===== config.mk =====
export PLATFORM = sky130hd
export DESIGN_NAME = muladd_pipe
export DESIGN_NICKNAME = d
export VERILOG_FILES = /design/src/rtl/muladd_pkg.sv /design/src/rtl/muladd_load_seg.sv /design/src/rtl/muladd_mul_seg.sv /design/src/rtl/muladd_add_seg.sv /design/src/rtl/muladd_pipe.sv
export SDC_FILE = /design/constraint.sdc
export NUM_CORES = 1
export LEC_CHECK = 0
export ABC_AREA = 1
export BUFFER_PORTS_ARGS = -buffer_cell sky130_fd_sc_hd__clkbuf_2
export CAP_MARGIN = 20
export CORE_ASPECT_RATIO = 0.9
export CORE_UTILIZATION = 45
export CTS_CLUSTER_DIAMETER = 200
export DETAILED_ROUTE_END_ITERATION = 8
export PLACE_DENSITY = 0.59
export SLEW_MARGIN = 5
export SYNTH_ARGS = -nofsm -noshare
export SYNTH_HDL_FRONTEND = slang
export SYNTH_SLANG_ARGS = --single-unit

===== constraint.sdc =====
create_clock -name clk -period 10.27 [get_ports clk]
set_input_delay 1.027 -clock clk [delete_from_list [all_inputs] [get_ports clk]]
set_output_delay 1.027 -clock clk [all_outputs]
set_load 0.1 [all_outputs]

===== src/rtl/muladd_pkg.sv =====
// muladd_pkg: widths and constants shared by the multiply-add pipeline.
// Assumes operands are unsigned and W is at least 1.
package muladd_pkg;

    // Number of register segments a task crosses from input to result.
    localparam int unsigned SEGMENTS = 3;

    // Width of the full product of two W-bit operands.
    function automatic int unsigned prod_width(input int unsigned w);
        return 2 * w;
    endfunction

    // Width of product plus addend, wide enough that the add never overflows.
    function automatic int unsigned sum_width(input int unsigned w);
        return 2 * w + 1;
    endfunction

endpackage


===== src/rtl/muladd_load_seg.sv =====
// muladd_load_seg: segment 1. Registers the multiplicand pair and the valid
// bit. When ADDEND_LATE is 0 it also holds C for one stage, so that C meets
// its task at segment 2. When ADDEND_LATE is 1 it passes C through, because
// the source already sends C one cycle late.
// Assumes a synchronous active-low reset; the data registers are not reset.
module muladd_load_seg #(
    parameter int unsigned W           = 16,
    parameter bit          ADDEND_LATE = 1'b0
) (
    input  logic         clk,
    input  logic         rst_n,
    input  logic         in_valid,
    input  logic [W-1:0] in_a,
    input  logic [W-1:0] in_b,
    input  logic [W-1:0] in_c,
    output logic         s1_valid,
    output logic [W-1:0] s1_a,
    output logic [W-1:0] s1_b,
    output logic [W-1:0] s1_c
);

    // Valid bit of segment 1: cleared by reset, otherwise follows the input.
    always_ff @(posedge clk) begin
        if (!rst_n) s1_valid <= 1'b0;
        else        s1_valid <= in_valid;
    end

    // Multiplicand registers: load A and B on the same edge.
    always_ff @(posedge clk) begin
        s1_a <= in_a;
        s1_b <= in_b;
    end

    generate
        if (ADDEND_LATE == 1'b0) begin : g_align
            logic [W-1:0] c_hold;
            // Addend hold register: delays C by one stage to line it up with its task.
            always_ff @(posedge clk) begin
                c_hold <= in_c;
            end
            assign s1_c = c_hold;
        end else begin : g_direct
            // The source already delays C by one cycle; pass it through to segment 2.
            assign s1_c = in_c;
        end
    endgenerate

endmodule


===== src/rtl/muladd_mul_seg.sv =====
// muladd_mul_seg: segment 2. Registers the full product of the segment-1
// multiplicands, and on the same edge captures the addend.
// Assumes unsigned operands; the product is 2W bits, so nothing is truncated.
module muladd_mul_seg
    import muladd_pkg::*;
#(
    parameter int unsigned W  = 16,
    localparam int unsigned PW = prod_width(W)
) (
    input  logic          clk,
    input  logic          rst_n,
    input  logic          in_valid,
    input  logic [W-1:0]  in_a,
    input  logic [W-1:0]  in_b,
    input  logic [W-1:0]  in_c,
    output logic          out_valid,
    output logic [PW-1:0] out_prod,
    output logic [W-1:0]  out_addend
);

    logic [PW-1:0] prod_next;

    // Full-width unsigned multiply of the registered pair.
    always_comb begin
        prod_next = PW'(in_a) * PW'(in_b);
    end

    // Valid bit of segment 2: cleared by reset, otherwise follows segment 1.
    always_ff @(posedge clk) begin
        if (!rst_n) out_valid <= 1'b0;
        else        out_valid <= in_valid;
    end

    // Product and addend registers, loaded on the same edge.
    always_ff @(posedge clk) begin
        out_prod   <= prod_next;
        out_addend <= in_c;
    end


    mul_bubble_chk: assert property (@(posedge clk) disable iff (!rst_n)
        !in_valid |=> !out_valid);


    mul_advance_chk: assert property (@(posedge clk) disable iff (!rst_n)
        in_valid |=> out_valid);

endmodule


===== src/rtl/muladd_add_seg.sv =====
// muladd_add_seg: segment 3. Adds the product register to the addend
// register and registers the (2W+1)-bit sum with its valid bit.
// Assumes that the product and the addend at its inputs belong to the same task.
module muladd_add_seg
    import muladd_pkg::*;
#(
    parameter int unsigned W  = 16,
    localparam int unsigned PW = prod_width(W),
    localparam int unsigned SW = sum_width(W)
) (
    input  logic          clk,
    input  logic          rst_n,
    input  logic          in_valid,
    input  logic [PW-1:0] in_prod,
    input  logic [W-1:0]  in_addend,
    output logic          out_valid,
    output logic [SW-1:0] out_sum
);

    logic [SW-1:0] sum_next;

    // Widened add, so the carry out of the product is kept.
    always_comb begin
        sum_next = SW'(in_prod) + SW'(in_addend);
    end

    // Valid bit of segment 3: cleared by reset, otherwise follows segment 2.
    always_ff @(posedge clk) begin
        if (!rst_n) out_valid <= 1'b0;
        else        out_valid <= in_valid;
    end

    // Result register.
    always_ff @(posedge clk) begin
        out_sum <= sum_next;
    end


    add_bubble_chk: assert property (@(posedge clk) disable iff (!rst_n)
        !in_valid |=> !out_valid);


    add_advance_chk: assert property (@(posedge clk) disable iff (!rst_n)
        in_valid |=> out_valid);

endmodule


===== src/rtl/muladd_pipe.sv =====
// muladd_pipe: three-segment pipelined A*B+C with valid-qualified operands
// and result. It accepts one task per clock, has no backpressure, and delivers
// each result two clocks after its multiplicands are loaded.
// Assumes a synchronous active-low reset. ADDEND_LATE selects whether C
// arrives together with A/B (0) or one cycle after them (1).
module muladd_pipe
    import muladd_pkg::*;
#(
    parameter int unsigned W           = 16,
    parameter bit          ADDEND_LATE = 1'b0,
    localparam int unsigned PW = prod_width(W),
    localparam int unsigned SW = sum_width(W)
) (
    input  logic          clk,
    input  logic          rst_n,
    input  logic          op_valid,
    input  logic [W-1:0]  op_a,
    input  logic [W-1:0]  op_b,
    input  logic [W-1:0]  op_c,
    output logic          res_valid,
    output logic [SW-1:0] res_sum
);

    logic          s1_valid;
    logic [W-1:0]  s1_a;
    logic [W-1:0]  s1_b;
    logic [W-1:0]  s1_c;
    logic          s2_valid;
    logic [PW-1:0] s2_prod;
    logic [W-1:0]  s2_addend;

    muladd_load_seg #(.W(W), .ADDEND_LATE(ADDEND_LATE)) u_load (
        .clk      (clk),
        .rst_n    (rst_n),
        .in_valid (op_valid),
        .in_a     (op_a),
        .in_b     (op_b),
        .in_c     (op_c),
        .s1_valid (s1_valid),
        .s1_a     (s1_a),
        .s1_b     (s1_b),
        .s1_c     (s1_c)
    );

    muladd_mul_seg #(.W(W)) u_mul (
        .clk        (clk),
        .rst_n      (rst_n),
        .in_valid   (s1_valid),
        .in_a       (s1_a),
        .in_b       (s1_b),
        .in_c       (s1_c),
        .out_valid  (s2_valid),
        .out_prod   (s2_prod),
        .out_addend (s2_addend)
    );

    muladd_add_seg #(.W(W)) u_add (
        .clk       (clk),
        .rst_n     (rst_n),
        .in_valid  (s2_valid),
        .in_prod   (s2_prod),
        .in_addend (s2_addend),
        .out_valid (res_valid),
        .out_sum   (res_sum)
    );

    // Edges since reset, saturating at the pipeline depth. Used only by the checks.
    logic [1:0] since_rst;

    // Counts edges since reset, so the checks never look back past the reset.
    always_ff @(posedge clk) begin
        if (!rst_n)                  since_rst <= 2'd0;
        else if (since_rst != 2'd3)  since_rst <= since_rst + 2'd1;
    end


    reset_quiet_chk: assert property (@(posedge clk) disable iff (!rst_n)
        (since_rst != 2'd3) |-> !res_valid);


    latency_chk: assert property (@(posedge clk) disable iff (!rst_n)
        (since_rst == 2'd3) |-> (res_valid == $past(op_valid, 3)));

    generate
        if (ADDEND_LATE == 1'b0) begin : g_chk_together

            result_value_chk: assert property (@(posedge clk) disable iff (!rst_n)
                (since_rst == 2'd3 && res_valid) |->
                (res_sum == SW'(SW'($past(op_a, 3)) * SW'($past(op_b, 3)) + SW'($past(op_c, 3)))));
        end else begin : g_chk_late

            late_addend_chk: assert property (@(posedge clk) disable iff (!rst_n)
                (since_rst == 2'd3 && res_valid) |->
                (res_sum == SW'(SW'($past(op_a, 3)) * SW'($past(op_b, 3)) + SW'($past(op_c, 2)))));
        end
    endgenerate

endmodule


==> run_results.csv <==
group,metric,value,unit
synth,syn_avg_cell_area,7.442,um^2
clocking,clkSinkCount,132,
drt,vias_per_cell,4.711,
global_routing,grt_pass1_vias,11105,
synth,synthAdderAreaFrac,39.54,%
setup_path,slowest_stage,"dfxtp_1",
sta,slew_violations,0,
sta,tns,0,ns
synth,synth-simple-area-share,21.89,%
global_routing,grt.busiest_layer,"met2",
sta,finalCritPeriodShare,57.96,%
job,drv.max_cap_violation_count,0,
global_routing,grt.met1_usage,30.24,%
setup_path,critPathKind,"flip-flop to flip-flop",
global_routing,grt_max_degree,17,
synth,synth_most_common_cell,"nand2_1",
setup_path,crit_path_frequent_cell,"fa_1",
synth,synth_xor_area_share,2.114,%
synth,synth_cell_types,25,
cells_and_area,antennaDiodeCount,0,
floorplan,row_count,60,
synth,syn_area,13670,um^2
synth,synth_top_family_by_area,"adder cells",
drt,wl_per_cell,13.82,um
synth,synth-compound-area-share,1.583,%
clocking,root_buffer,"clkbuf_16",
clocking,cts_inserted_buffers,17,
hold_path,hold_path_class,"flip-flop to flip-flop",
sta,clock.fmax,168.0,MHz
floorplan,core-area,29880,um^2
synth,synth_edf_count,0,
synth,ys.flop_type,"dfxtp_1",
placement,dp_hpwl,25.96,mm
cells_and_area,nets,2244,
synth,yosys_warnings,0,
synth,yosysTopAreaCellShare,28.56,%
setup_path,required,10.59,ns
setup_path,worst_ep_arrival_time,6.27,ns
clocking,post_cts_buffers,0,
synth,synth-seq-cells,132,
clocking,cts_tree,"done",
global_routing,gr-usage-all-layers,22.49,%
cells_and_area,nFillCells,3043,
setup_path,r2r-start,"u_load.s1_a[9]",
floorplan,die_w,185.7,um
floorplan,ios,85,
clocking,clk_path_buf_depth,2,
drt,drc,0,
hold_path,worstHoldStart,"u_load.s1_c[7]",
setup_path,cp-end-kind,"flip-flop",
synth,synthCells,1837,
drt,drtAntennaViolNets,0,
run_status,outcome,"complete, no violations",
cells_and_area,layout-drive-gt1-share,6.769,%
cells_and_area,final_util,50.05,%
setup_path,cp-startpoint,"u_load.s1_a[9]",
global_routing,grt_pass1_wl,54.31,mm
synth,yosysSeqAreaShare,19.33,%
setup_path,cp_max_fo,16,
placement,post_dp_cell_area,14370,um^2
drt,drtIter0Drc,688,
synth,synth_nets,2203,
sta,slew-limit-headroom,42.42,%
sta,worst_slew_pin_slew,0.8626,ns
synth,synth_area_leaders,"fa_1 (29%), dfxtp_1 (19%), nand2_1 (16%)",
clocking,clk_latency,0.43,ns
setup_path,crit_chain,"nand2_1, fa_1, fa_1, fa_1, fa_1, inv_1, fa_1, inv_1, fa_1, inv_1, ha_1, nand2_1, inv_1, a21oi_2, nand3_1, nand2_1, nand3_1, nand2_1, nand2_1",
sta,finalSetupViolCount,0,
global_routing,grtUsageMet2,37.36,%
floorplan,start_util,45.75,%
floorplan,die_h,167.4,um
setup_path,cp_slowest_stage_delay,0.88,ns
clocking,post_cts_resized,0,
sta,hold_viol_final,0,
global_routing,grt_overflow,0,
placement,io_buffer_count,84,
synth,synth.largest_area_cell,"fa_1",
cells_and_area,design_area,14950,um^2
drt,routed_wirelength,31.70,mm
global_routing,antenna_found_initial,0,
cells_and_area,ff_latch_area,2643,um^2
floorplan,die_area,31080,um^2
sta,fin_worst_skew,0.009540,ns
drt,num_vias,10806,
cells_and_area,areaGrowthSynthToFinish,9.381,%
synth,muxShareOfSynthArea,0,%
cells_and_area,multi_input_area,8904,um^2
placement,gp_congestion,0.8849,
synth,synth_commonest_cells,"nand2_1 (599), inv_1 (501), fa_1 (195), dfxtp_1 (132), ha_1 (120)",
sta,rsz0062_at_grt,"false",
global_routing,grtUsageMet3,2.893,%
sta,hold_slack,0.3241,ns
clocking,htreeDepth,4,
sta,layout_min_cycle_time,5.953,ns
drt,dr.pass1.iters,5,
setup_path,crit_path_start_kind,"flip-flop",
clocking,hold_buffers,0,
clocking,clk_pin_slew,0.06,ns
synth,async_reset_ff_share,0,%
-- metal layers --
layer | vias up | wire, um
li1 | 5320 | -
met1 | 5189 | 14540
met2 | 250 | 15050
met3 | 47 | 1437
met4 | 0 | 685
met5 | - | 0
-- path summary, 6_finish.rpt --
check	end	slack (ns)	cells past startpoint
max	u_mul.out_prod[29]	4.32	19
min	u_mul.out_addend[7]	0.32	0
max reg2reg	u_mul.out_prod[29]	4.32	19
min reg2reg	u_mul.out_addend[7]	0.32	0
-- kinds of logic (layout without fill, tap and decap cells) --
group,after synthesis,after routing
AO/OA/AOI/OAI,40,40
XOR/XNOR,33,33
adder cells (fa/ha/maj),315,315
buffers and inverters,566,620
flip-flops,132,132
AND/OR/NAND/NOR,751,751
-- cell usage in the layout (no fill, tap or decap), types with 2 or more instances in the layout --
cell type	synthesis	layout
dfxtp_1	132	132
ha_1	120	120
clkbuf_16	0	17
nand3_1	56	56
xnor2_1	4	4
nand2_1	599	599
inv_6	0	5
a21oi_1	27	27
clkinv_4	0	2
inv_8	0	5
or2_1	2	2
nor2_2	3	3
nand4_1	10	10
o21bai_1	4	4
inv_1	501	501
clkbuf_2	0	84
xor2_1	29	29
clkinv_2	0	2
fa_1	195	195
nor2_1	56	56
nand3b_1	2	2
buf_4	0	2
o21ai_0	7	7
nor3_2	4	4
and2_1	3	3
nor3_1	14	14
-- area by class of cell --
type                    instances  share of cell area (%)
clock buffers                  17                   2.845
clock inverters                15                   1.054
inverters                     502                   12.60
multi-input cells            1139                   59.54
flip-flops and latches        132                   17.67
well taps                     403                   3.372
repair buffers                 86                   2.912
-- metrics by stage --
step | worst slack, ns | std cells
2_1_floorplan | 4.981 | 1837
3_3_place_gp | 4.445 | 2262
3_5_place_dp | 4.348 | 2262
4_1_cts | 4.332 | 2294
5_1_grt | 3.994 | 2294
6_report | 4.317 | 2294
-- sequential cells by signal (all words and copies together), names as in the netlist --
name and cells:
u_load.s1_c 16, u_load.s1_a 16, u_mul.out_addend 16, u_mul.out_prod 32
u_load.s1_valid 1, u_load.s1_b 16, u_add.out_valid 1, u_add.out_sum 33
u_mul.out_valid 1
-- critical path, delay by kind of cell (launching register included) --
kind	cells	cell delay [ns]
flops	1	0.88
simple gates	7	0.99
compound gates	1	0.20
fa+ha+maj	7	3.54
buf+inv	4	0.23
Power is left out: the tool's default activity adds up to more than one toggle a clock period on the data nets, which glitch-free logic cannot reach.
